**config.mk**
```make
export PLATFORM = sky130hd
export DESIGN_NAME = pkt_mac_ctrl
export DESIGN_NICKNAME = d
export VERILOG_FILES = /design/src/rtl/pkt_mac_pkg.sv /design/src/rtl/pkt_fifo.sv /design/src/rtl/pkt_tx_eng.sv /design/src/rtl/pkt_rx_eng.sv /design/src/rtl/pkt_mac_ctrl.sv
export SDC_FILE = /design/constraint.sdc
export NUM_CORES = 2
export LEC_CHECK = 0
export ABC_CLOCK_PERIOD_IN_PS = 4490
export BUFFER_PORTS_ARGS = -buffer_cell sky130_fd_sc_hd__buf_2
export CORE_MARGIN = 2
export CORE_UTILIZATION = 45
export CTS_BUF_LIST = sky130_fd_sc_hd__clkbuf_16
export DETAILED_ROUTE_END_ITERATION = 8
export PLACE_DENSITY_LB_ADDON = 0.08
export SETUP_SLACK_MARGIN = 0.1
export SYNTH_ARGS = -nofsm -noshare
export SYNTH_HDL_FRONTEND = slang
export SYNTH_SLANG_ARGS = --single-unit
```
**constraint.sdc**
```tcl
create_clock -name clk -period 4.49 [get_ports clk]
set_input_delay 0.898 -clock clk [delete_from_list [all_inputs] [get_ports clk]]
set_output_delay 0.898 -clock clk [all_outputs]
set_load 0.01 [all_outputs]
```
**src/rtl/pkt_mac_pkg.sv**
```systemverilog
package pkt_mac_pkg;
  localparam logic [31:0] CRC_POLY = 32'h04C11DB7;

  localparam logic [4:0] A_CTRL = 5'h00;
  localparam logic [4:0] A_STAT = 5'h04;
  localparam logic [4:0] A_OWN  = 5'h08;
  localparam logic [4:0] A_TLEN = 5'h0C;
  localparam logic [4:0] A_HDR  = 5'h10;
  localparam logic [4:0] A_DAT  = 5'h14;
  localparam logic [4:0] A_RXD  = 5'h18;
  localparam logic [4:0] A_DROP = 5'h1C;

  typedef enum logic [1:0] {TX_IDLE, TX_HDR, TX_PAY, TX_CRC} tx_state_e;

  // one byte into the CRC register, MSB first
  function automatic logic [31:0] crc_byte(input logic [31:0] c, input logic [7:0] d);
    logic [31:0] r;
    r = c;
    for (int i = 7; i >= 0; i--) begin
      r = (r[31] ^ d[i]) ? ({r[30:0], 1'b0} ^ CRC_POLY) : {r[30:0], 1'b0};
    end
    return r;
  endfunction
endpackage

```
**src/rtl/pkt_fifo.sv**
```systemverilog
// Byte FIFO with show-ahead read. Written data becomes readable only once it is
// committed; a rewind discards everything written since the last commit.
// DEPTH must be a power of two.
module pkt_fifo #(
  parameter int DEPTH = 16,
  parameter int W     = 8
) (
  input  logic         clk,
  input  logic         rst_n,
  input  logic         wr_en,
  input  logic [W-1:0] wr_data,
  input  logic         commit,
  input  logic         rewind,
  input  logic         rd_en,
  output logic [W-1:0] rd_data,
  output logic         full,
  output logic         empty
);
  localparam int AW = $clog2(DEPTH);
  localparam logic [AW:0] FULL_CNT = (AW + 1)'(DEPTH);

  logic [W-1:0] mem [DEPTH];
  logic [AW:0]  wptr, cptr, rptr;
  logic         push;

  assign full    = (wptr - rptr) == FULL_CNT;
  assign empty   = (cptr == rptr);
  assign rd_data = mem[rptr[AW-1:0]];
  assign push    = wr_en && !full && !rewind;

  always_ff @(posedge clk) begin
    if (push) mem[wptr[AW-1:0]] <= wr_data;
  end

  always_ff @(posedge clk or negedge rst_n) begin
    if (!rst_n) begin
      wptr <= '0;
      cptr <= '0;
      rptr <= '0;
    end else begin
      if (rewind)    wptr <= cptr;
      else if (push) wptr <= wptr + 1'b1;
      if (commit)    cptr <= push ? wptr + 1'b1 : wptr;
      if (rd_en && !empty) rptr <= rptr + 1'b1;
    end
  end


  no_overflow_chk: assert property (@(posedge clk) disable iff (!rst_n)
    (wptr - rptr) <= FULL_CNT);

  commit_rewind_excl_chk: assert property (@(posedge clk) disable iff (!rst_n)
    !(commit && rewind));
endmodule

```
**src/rtl/pkt_tx_eng.sv**
```systemverilog
module pkt_tx_eng
  import pkt_mac_pkg::*;
#(
  parameter int HDR_LEN = 4,
  parameter int LW      = 8
) (
  input  logic          clk,
  input  logic          rst_n,
  input  logic          start,
  input  logic [LW-1:0] pay_len,
  input  logic [7:0]    hdr_data,
  input  logic          hdr_empty,
  output logic          hdr_pop,
  input  logic [7:0]    dat_data,
  input  logic          dat_empty,
  output logic          dat_pop,
  output logic          busy,
  output logic          tx_valid,
  input  logic          tx_ready,
  output logic [7:0]    tx_data,
  output logic          tx_last
);
  tx_state_e     state;
  logic [LW-1:0] cnt, len_q;
  logic [31:0]   crc, crc_out;
  logic          fire;

  assign crc_out = ~crc;
  assign busy    = (state != TX_IDLE);
  assign fire    = tx_valid && tx_ready;
  assign hdr_pop = fire && (state == TX_HDR);
  assign dat_pop = fire && (state == TX_PAY);

  always_comb begin
    tx_valid = 1'b0;
    tx_data  = 8'h00;
    tx_last  = 1'b0;
    case (state)
      TX_HDR: begin tx_valid = !hdr_empty; tx_data = hdr_data; end
      TX_PAY: begin tx_valid = !dat_empty; tx_data = dat_data; end
      TX_CRC: begin
        tx_valid = 1'b1;
        tx_data  = crc_out[8*cnt[1:0] +: 8];
        tx_last  = (cnt[1:0] == 2'd3);
      end
      default: ;
    endcase
  end

  always_ff @(posedge clk or negedge rst_n) begin
    if (!rst_n) begin
      state <= TX_IDLE;
      cnt   <= '0;
      len_q <= '0;
      crc   <= '1;
    end else begin
      case (state)
        TX_IDLE: if (start) begin
          len_q <= pay_len;
          cnt   <= '0;
          crc   <= '1;
          state <= TX_HDR;
        end
        TX_HDR: if (fire) begin
          crc <= crc_byte(crc, tx_data);
          if (cnt == LW'(HDR_LEN - 1)) begin
            cnt   <= '0;
            state <= (len_q == '0) ? TX_CRC : TX_PAY;
          end else cnt <= cnt + 1'b1;
        end
        TX_PAY: if (fire) begin
          crc <= crc_byte(crc, tx_data);
          if (cnt == len_q - 1'b1) begin
            cnt   <= '0;
            state <= TX_CRC;
          end else cnt <= cnt + 1'b1;
        end
        TX_CRC: if (fire) begin
          if (tx_last) begin
            cnt   <= '0;
            state <= TX_IDLE;
          end else cnt <= cnt + 1'b1;
        end
        default: state <= TX_IDLE;
      endcase
    end
  end


  tx_hold_chk: assert property (@(posedge clk) disable iff (!rst_n)
    (tx_valid && !tx_ready) |=> (tx_valid && $stable(tx_data) && $stable(tx_last)));

  busy_end_chk: assert property (@(posedge clk) disable iff (!rst_n)
    $fell(busy) |-> $past(tx_valid && tx_ready && tx_last));
endmodule

```
**src/rtl/pkt_rx_eng.sv**
```systemverilog
module pkt_rx_eng
  import pkt_mac_pkg::*;
#(
  parameter int HDR_LEN = 4,
  parameter int LW      = 8
) (
  input  logic          clk,
  input  logic          rst_n,
  input  logic          enable,
  input  logic [15:0]   own_addr,
  input  logic          rx_fire,
  input  logic [7:0]    rx_data,
  input  logic          rx_last,
  input  logic          fifo_full,
  output logic          fifo_wr,
  output logic          fifo_commit,
  output logic          fifo_rewind,
  output logic          pkt_ok,
  output logic          pkt_bad,
  output logic          crc_bad,
  output logic [LW-1:0] pkt_len
);
  logic [LW-1:0] cnt;
  logic          keep, ovf;
  logic [31:0]   win, crc, crc_fin, fcs;
  logic [15:0]   dest;
  logic          pkt_en, len_ok, crc_ok, addr_ok, end_pkt;

  assign pkt_en  = (cnt == '0) ? enable : keep;
  assign fifo_wr = rx_fire && pkt_en;
  assign crc_fin = crc_byte(crc, win[31:24]);
  assign fcs     = {rx_data, win[7:0], win[15:8], win[23:16]};
  assign len_ok  = (cnt >= LW'(HDR_LEN + 3)) && (cnt != '1);
  assign crc_ok  = (~crc_fin == fcs);
  assign addr_ok = (dest == own_addr);
  assign end_pkt = rx_fire && rx_last && pkt_en;
  assign pkt_len = cnt + 1'b1;

  assign pkt_ok      = end_pkt && len_ok && crc_ok && addr_ok && !ovf && !fifo_full;
  assign pkt_bad     = end_pkt && !pkt_ok;
  assign crc_bad     = end_pkt && len_ok && !crc_ok;
  assign fifo_commit = pkt_ok;
  assign fifo_rewind = pkt_bad;

  always_ff @(posedge clk or negedge rst_n) begin
    if (!rst_n) begin
      cnt  <= '0;
      keep <= 1'b0;
      ovf  <= 1'b0;
      win  <= '0;
      crc  <= '1;
      dest <= '0;
    end else if (rx_fire) begin
      win <= {win[23:0], rx_data};
      if (cnt == '0)       keep <= enable;
      if (cnt == LW'(0))   dest[7:0]  <= rx_data;
      if (cnt == LW'(1))   dest[15:8] <= rx_data;
      if (rx_last) begin
        cnt <= '0;
        ovf <= 1'b0;
        crc <= '1;
      end else begin
        if (cnt != '1) cnt <= cnt + 1'b1;
        if (pkt_en && fifo_full) ovf <= 1'b1;
        if (cnt >= LW'(4)) crc <= crc_fin;
      end
    end
  end


  rx_disabled_quiet_chk: assert property (@(posedge clk) disable iff (!rst_n)
    (rx_fire && cnt == '0 && !enable) |-> !fifo_wr);
endmodule

```
**src/rtl/pkt_mac_ctrl.sv**
```systemverilog
module pkt_mac_ctrl
  import pkt_mac_pkg::*;
#(
  parameter int HDR_LEN   = 4,
  parameter int TXH_DEPTH = 8,
  parameter int TXD_DEPTH = 64,
  parameter int RX_DEPTH  = 64,
  parameter int LW        = 8,
  parameter int DROP_W    = 16
) (
  input  logic        clk,
  input  logic        rst_n,
  input  logic        bus_wr,
  input  logic        bus_rd,
  input  logic [4:0]  bus_addr,
  input  logic [31:0] bus_wdata,
  output logic [31:0] bus_rdata,
  output logic        irq,
  output logic        tx_valid,
  input  logic        tx_ready,
  output logic [7:0]  tx_data,
  output logic        tx_last,
  input  logic        rx_valid,
  output logic        rx_ready,
  input  logic [7:0]  rx_data,
  input  logic        rx_last
);
  logic              rx_en, rx_rdy, crc_err, ready_q;
  logic [15:0]       own_addr;
  logic [LW-1:0]     tx_len, rx_len, pkt_len;
  logic [DROP_W-1:0] drop_cnt;
  logic              busy, start, stat_wr;
  logic              hdr_pop, hdr_full, hdr_empty, dat_pop, dat_full, dat_empty;
  logic [7:0]        hdr_q, dat_q, rxf_q;
  logic              rxf_wr, rxf_commit, rxf_rewind, rxf_full, rxf_empty, rxf_pop;
  logic              pkt_ok, pkt_bad, crc_bad;

  // address decode
  assign stat_wr = bus_wr && (bus_addr == A_STAT);
  assign start   = bus_wr && (bus_addr == A_CTRL) && bus_wdata[0] && !busy;
  assign rxf_pop = bus_rd && (bus_addr == A_RXD);
  assign rx_ready = ready_q;
  assign irq      = rx_rdy;

  always_comb begin
    case (bus_addr)
      A_CTRL:  bus_rdata = {30'b0, rx_en, 1'b0};
      A_STAT:  bus_rdata = (32'(rx_len) << 16) | {28'b0, !rxf_empty, crc_err, rx_rdy, busy};
      A_OWN:   bus_rdata = {16'b0, own_addr};
      A_TLEN:  bus_rdata = 32'(tx_len);
      A_RXD:   bus_rdata = rxf_empty ? 32'b0 : {24'b0, rxf_q};
      A_DROP:  bus_rdata = 32'(drop_cnt);
      default: bus_rdata = 32'b0;
    endcase
  end

  always_ff @(posedge clk or negedge rst_n) begin
    if (!rst_n) begin
      rx_en    <= 1'b0;
      own_addr <= '0;
      tx_len   <= '0;
      rx_rdy   <= 1'b0;
      crc_err  <= 1'b0;
      rx_len   <= '0;
      drop_cnt <= '0;
      ready_q  <= 1'b0;
    end else begin
      ready_q <= 1'b1;
      if (bus_wr && bus_addr == A_CTRL) rx_en    <= bus_wdata[1];
      if (bus_wr && bus_addr == A_OWN)  own_addr <= bus_wdata[15:0];
      if (bus_wr && bus_addr == A_TLEN) tx_len   <= bus_wdata[LW-1:0];
      if (pkt_ok) begin
        rx_rdy <= 1'b1;
        rx_len <= pkt_len;
      end else if (stat_wr && bus_wdata[1]) rx_rdy <= 1'b0;
      if (crc_bad) crc_err <= 1'b1;
      else if (stat_wr && bus_wdata[2]) crc_err <= 1'b0;
      if (pkt_bad) drop_cnt <= drop_cnt + 1'b1;
    end
  end

  pkt_fifo #(.DEPTH(TXH_DEPTH), .W(8)) u_hdr_fifo (
    .clk, .rst_n, .wr_en(bus_wr && bus_addr == A_HDR), .wr_data(bus_wdata[7:0]),
    .commit(1'b1), .rewind(1'b0), .rd_en(hdr_pop), .rd_data(hdr_q),
    .full(hdr_full), .empty(hdr_empty));

  pkt_fifo #(.DEPTH(TXD_DEPTH), .W(8)) u_dat_fifo (
    .clk, .rst_n, .wr_en(bus_wr && bus_addr == A_DAT), .wr_data(bus_wdata[7:0]),
    .commit(1'b1), .rewind(1'b0), .rd_en(dat_pop), .rd_data(dat_q),
    .full(dat_full), .empty(dat_empty));

  pkt_fifo #(.DEPTH(RX_DEPTH), .W(8)) u_rx_fifo (
    .clk, .rst_n, .wr_en(rxf_wr), .wr_data(rx_data),
    .commit(rxf_commit), .rewind(rxf_rewind), .rd_en(rxf_pop), .rd_data(rxf_q),
    .full(rxf_full), .empty(rxf_empty));

  pkt_tx_eng #(.HDR_LEN(HDR_LEN), .LW(LW)) u_tx (
    .clk, .rst_n, .start, .pay_len(tx_len),
    .hdr_data(hdr_q), .hdr_empty, .hdr_pop,
    .dat_data(dat_q), .dat_empty, .dat_pop,
    .busy, .tx_valid, .tx_ready, .tx_data, .tx_last);

  pkt_rx_eng #(.HDR_LEN(HDR_LEN), .LW(LW)) u_rx (
    .clk, .rst_n, .enable(rx_en), .own_addr,
    .rx_fire(rx_valid && rx_ready), .rx_data, .rx_last,
    .fifo_full(rxf_full), .fifo_wr(rxf_wr),
    .fifo_commit(rxf_commit), .fifo_rewind(rxf_rewind),
    .pkt_ok, .pkt_bad, .crc_bad, .pkt_len);


  irq_hold_chk: assert property (@(posedge clk) disable iff (!rst_n)
    (irq && !(stat_wr && bus_wdata[1])) |=> irq);

  drop_no_irq_chk: assert property (@(posedge clk) disable iff (!rst_n)
    (pkt_bad && !irq) |=> !irq);
endmodule

```
---- Word-level counts from Yosys, hierarchy flattened ----
Memory sizes are Yosys's and may differ from the RTL's.
Cells that the tools add are included.
operators by class
  muxes and demuxes ....................... 60
  magnitude comparators ................... 2
  div/mod/pow operators ................... 0
  add/sub/neg operators ................... 13
  reductions and logical operators ........ 66
  equality and inequality tests ........... 31
  multipliers ............................. 0
  shift operators ......................... 1
  bitwise operators ....................... 35
operators by type and width
  cell                     count
  $mux W27                 16
  $not A14 Y14             16
  $pmux W24 S6             1
  $mux W32                 4
  $mux W8                  10
  $not A32 Y32             2
  $pmux W32 S2             1
  $logic_and A1 B1 Y1      34
  $eq A32 B32 Y1           1
  $pmux W8 S4              1
  $shiftx A32 B6 Y8        1
  $add A7 B1 Y7 const B    4
  $or A24 B4 Y24           1
  $pmux W8 S3              1
  $eq A5 B5 Y1 const B     4
  $add A16 B1 Y16 const B  1
  $add A8 B1 Y8 const B    2
  $eq A16 B16 Y1           1
  $ge A8 B3 Y1 const B     2
  $logic_not A8 Y1         2
  $xor A1 B1 Y1            16
  $mux W1                  15
  $eq A7 B7 Y1             2
  $eq A7 B7 Y1 const B     2
  29 further kinds         68
storage, ports and cells
  memories kept ........................... 3
  memory bits (read-only) ................. 0
  word-level logic and storage cells ...... 237
  bits in latches ......................... 0
  memory bits (writable) .................. 1088
  bits of input ports ..................... 52
  register bits after elaboration ......... 235
memories
  memory          depth  width  rd ports  clocked after Yosys merged registers in  wr ports  RTL line        source
  u_dat_fifo.mem  64     8      1         0                                        1         pkt_fifo.sv:22  logic [W-1:0] mem [DEPTH];
  u_rx_fifo.mem   64     8      1         0                                        1         pkt_fifo.sv:22
  u_hdr_fifo.mem  8      8      1         0                                        1         pkt_fifo.sv:22

---- Logic depth before layout (Yosys ltp) ----
  depth after elaboration ................. 28
  gate-level depth with buffers ........... 17

---- Hierarchy ----
A second synthesis with hierarchy kept.
second synthesis, totals
  cell total of the unflattened synthesis .. 3326
  area, all modules ....................... 57824.2 um^2
modules (own cells, without submodules)
  module                 area an instance (um^2)  times used  cells an instance
  pkt_fifo (u_dat_fifo)  21167.8                  1           1015
  pkt_fifo (u_rx_fifo)   21105.2                  1           1003
  pkt_rx_eng             5825.6                   1           500
  pkt_tx_eng             3818.7                   1           384
  pkt_fifo (u_hdr_fifo)  3190.6                   1           197
  pkt_mac_ctrl           2716.4                   1           227

---- Least setup slack after synthesis ----
OpenSTA, ideal clock, no wires.
  path type ............................... register to register
  from .................................... register u_rx_fifo.rptr[3]
  to ...................................... memory u_rx_fifo.mem[11][0], enable pin
  setup slack ............................. -55 ps
  data required time ...................... 4095 ps
  setup time .............................. 395 ps
  cell stages (with the launch flop) ...... 14
  arrival ................................. 4151 ps
  cells stage by stage .................... dfrtp_1 > clkinv_1 > buf_1 > clkbuf_1 > ha_1 > a21boi_0 > o21a_1 > o211ai_1 > a2111o_1 > nand2_1 > or2_2 > clkbuf_1 > clkbuf_1 > nor4_1
on the way
  word-level cells in the longest chain between the ends .. 10
  elaborated cells on any way between the ends .. 11
  classes of those cells .................. add/sub (1); eq/ne (1); mux (2); reduce/logical (7)
RTL lines
  item                             RTL line                          source
  start: declaration               pkt_fifo.sv:23                    logic [AW:0] wptr, cptr, rptr;
  start signal: assignment         pkt_fifo.sv:44                    if (rd_en && !empty) rptr <= rptr + 1'b1;
  $sub A7 B7 Y7 *                  pkt_fifo.sv:26                    assign full = (wptr - rptr) == FULL_CNT;
  $eq A7 B7 Y1 *                   pkt_fifo.sv:26
  $logic_not A1 Y1 *               pkt_fifo.sv:29, pkt_rx_eng.sv:39
  $logic_and A1 B1 Y1              pkt_rx_eng.sv:39                  assign pkt_ok = end_pkt && len_ok && crc_ok && addr_ok && !ovf && !fifo_full;
  $logic_not A1 Y1                 pkt_rx_eng.sv:40                  assign pkt_bad = end_pkt && !pkt_ok;
  $logic_and A1 B1 Y1              pkt_rx_eng.sv:40
  $logic_not A1 Y1                 pkt_fifo.sv:29                    assign push = wr_en && !full && !rewind;
  $logic_and A1 B1 Y1 *            pkt_fifo.sv:29
  $mux W1 *                        pkt_fifo.sv:32                    if (push) mem[wptr[AW-1:0]] <= wr_data;
  $mux W1 (not written as such) *  pkt_fifo.sv:32
  end: declaration                 pkt_fifo.sv:22
Mark *: on every way between the ends. The rest lies on a longest branch, timed or not.

---- Worst setup path after layout ----
  from .................................... register u_rx_fifo.rptr[0]
  to ...................................... output bus_rdata[1]
on the way
  word-level cells in the longest chain between the ends .. 3
  elaborated cells on any way between the ends .. 4
  classes of those cells .................. eq/ne (1); mux (2); memory (1)
RTL lines
  item                                            RTL line            source
  $mem_v2 Z64 W8 or $eq A7 B7 Y1 (tied branches)  -
  $mux W8 *                                       pkt_mac_ctrl.sv:51  A_RXD: bus_rdata = rxf_empty ? 32'b0 : {24'b0, rxf_q};
  $pmux W24 S6 *                                  pkt_mac_ctrl.sv:46  case (bus_addr)
  end: declaration                                pkt_mac_ctrl.sv:17  output logic [31:0] bus_rdata,
Marks and branches as above.

==> flow_summary.json <==
{
  "run_status": "complete, but fails checks",
  "violations": "negative setup slack",
  "dp_hpwl_um": 92100,
  "yosysUniqueCellTypes": 94,
  "async_flop_share_pct": 17.8,
  "cap_viol_max_count": 0,
  "path_clk_slew_ns": 0.06,
  "start_util_pct": 45.2,
  "synth_area_um2": 56500,
  "synth_top_cells_by_area": "edfxtp_1, mux4_2, dfrtp_1, dfstp_2, xnor2_1",
  "die_h_um": 358,
  "rsz0062_at_grt": "true",
  "cp-end-kind": "output pin",
  "drtAntennaViolNets": 0,
  "dieArea_um2": 129000,
  "yosys.area.top_type": "edfxtp_1",
  "worst_slack_ns": -0.153,
  "port_buffers": 71,
  "final_cells": 5456,
  "final_layout_size_suffix_gt1_share_pct": 31.1,
  "gr-max-usage-layer": "met2",
  "crit_fanout": 8,
  "setup_viol_count_final": 5,
  "cts_buffers": 141,
  "worst_skew_pair.late_latency_ns": 0.75,
  "wl_per_cell_um": 26.1,
  "final_max_slew_viol_count": 0,
  "min_path_type": "primary input to async pin",
  "grt-ovfl-total": 0,
  "dp_slack_ns": 0.202,
  "finalCritPeriodShare_pct": 103,
  "routed_wl_um": 143000,
  "layout-area-overhead-vs-synth_pct": 17.7,
  "use_met1_pct": 29.9,
  "grt_pass1_vias": 31743,
  "slew-limit-headroom_pct": 36.4,
  "cts_tree": "yes",
  "max_freq_mhz": 215,
  "netlist_instances": 3264,
  "coreArea_um2": 125000,
  "drt_iter0_drc": 2723,
  "ys_seq_area_share_pct": 68.3,
  "place.gp.congestion": 0.841,
  "rows": 130,
  "via_count": 30588,
  "min_period_ns": 4.64,
  "synth-edff-count": 1088,
  "io_pins": 96,
  "finalClockSkew_ns": 0.0192,
  "htreeDepth": 4,
  "track_usage_pct": 22.4,
  "cp.arrival_ns": 3.74,
  "syn_area_per_cell_um2": 17.3,
  "synthFlopType": "edfxtp_1",
  "layout.nets": 3777,
  "dp.cells": 5126,
  "worstSetupPathType": "flip-flop to output pin",
  "crit_required_ns": 3.59,
  "cts_num_sinks": 1323,
  "synth.top_cell.area_share_pct": 57.8,
  "clockRootBuffer": "clkbuf_16",
  "utilization_pct": 53.2,
  "die_x_um": 358,
  "p_leak_nw": 23.7,
  "grt_max_degree": 94,
  "vdd_drop_max_uv": 554,
  "ctsLongestPathBuffers": 3,
  "antenna_found_initial": 1,
  "routed_via_density": 5.61,
  "grt.met2_usage_pct": 37.8,
  "drc": 0,
  "ys_ff_latch": 1323,
  "startpoint_type": "flip-flop",
  "dr.pass1.iters": 7,
  "met3_usage_pct": 3.21,
  "tightest_slew_ns": 0.955,
  "hold_viol_final": 0,
  "p_per_area_nw_per_um2": 640,
  "grt_pass1_wl_um": 211000,
  "synth_warnings": 0
}
==> metrics by stage <==
step	hold WS (ns)	total power [W]	setup TNS, ns	area, um2
3_5_place_dp	0.471	0.0304	0	60700
2_1_floorplan	0.445	0.0258	-1.77	56600
3_3_place_gp	0.469	0.0302	0	60700
4_1_cts	0.186	0.0427	-0.996	66200
6_report	0.207	0.0426	-0.440	66500
5_1_grt	0.220	0.0446	-1.09	66500
==> cell usage after synthesis, types with 32 or more instances <==
master and number:
a21oi_1 58, clkbuf_1 89, dfrtp_1 171, dfstp_2 64
edfxtp_1 1088, ha_1 32, inv_1 43, mux2_2 84
mux2i_1 78, mux4_2 283, nand2_1 233, nand3_1 48
nor2_1 205, nor3_1 53, o21ai_0 61, xnor2_1 133
xor2_1 71
==> final timing paths <==
check,slack [ns],end,cells after the start,from
hold reg to reg,0.48,drop_cnt[15],1,drop_cnt[15]
hold / removal,0.21,u_tx.state[1],1,rst_n
setup reg to reg,0.30,u_tx.crc[11],15,u_dat_fifo.rptr[0]
setup / recovery,-0.15,bus_rdata[1],8,u_rx_fifo.rptr[0]
min in group clk,0.38,own_addr[8],2,bus_wdata[8]
max in group asynchronous,3.25,u_rx_fifo.rptr[1],2,rst_n
==> cell families after synthesis <==
kind of cell / after synthesis / synth area share [%]
flops: 1323 / 68.3
other cells: 2 / 0.0133
buf+inv: 216 / 1.83
fa+ha+maj: 32 / 0.708
xor+xnor: 264 / 5.45
simple gates: 688 / 5.57
compound gates: 282 / 3.50
mux: 457 / 14.6
==> what timing repair did <==
| item | in CTS | in global routing |
|---|---|---|
| pin swaps | 27 | 20 |
| endpoints found under the setup margin | 16 | 282 |
| resized for setup | 99 | 32 |
| hold buffers | 0 | 0 |
| buffers inserted | 49 | 15 |
| cloned | 8 | 3 |
==> cells in the final DEF, fill, tap and decap left out, types with 24 or more instances in the layout <==
cell type	instances
edfxtp_1	1088
buf_4	316
mux4_2	283
nand2_1	219
nor2_1	204
dfrtp_1	167
clkbuf_16	153
xnor2_1	133
mux2_2	83
mux2i_1	75
xor2_1	71
inv_1	70
dfstp_2	64
buf_2	63
o21ai_0	57
nor3_1	53
a21oi_1	53
nand3_1	43
clkinv_1	40
ha_1	32
clkinv_2	27
buf_12	26
and2_1	24
xnor3_1	24
==> flip-flops by register name (all words and copies together), names as in the netlist, 8 cells and up <==
register        count
drop_cnt           16
own_addr           16
rx_len              8
tx_len              8
u_dat_fifo.mem    512
u_hdr_fifo.mem     64
u_rx.cnt            8
u_rx.crc           32
u_rx.dest          16
u_rx.win           32
u_rx_fifo.mem     512
u_tx.cnt            8
u_tx.crc           32
u_tx.len_q          8
==> layer usage <==
| metal | up-vias | part of all wire (%) |
|---|---|---|
| met5 | - | 0 |
| met4 | 0 | 3.1 |
| met1 | 15923 | 42 |
| met3 | 215 | 4.5 |
| li1 | 13626 | - |
| met2 | 824 | 50 |
==> critical path: stages, from the launching register on <==
cell and delay [ns]:
dfrtp_4 0.55, buf_6 0.16, buf_16 0.14, mux4_2 0.49, mux4_2 0.51, mux4_2 0.57, a222oi_1 0.35, inv_1 0.08
buf_2 0.15
==> power breakdown <==
part	switching (W)	internal, W
combinational	0.00832	0.00837
sequential	0.000727	0.0141
clock	0.00470	0.00640
==> area by class of cell <==
type | instances | area [um2]
fillers | 10070 | 58500
clock buffers | 150 | 3750
well taps | 1650 | 2060
clock inverters | 105 | 659
multi-input cells | 1732 | 17300
repair buffers | 446 | 3910
inverters | 49 | 184
flip-flops and latches | 1323 | 38600
diodes | 1 | 2.50
No activity file was read; power rests on OpenSTA's default activity.
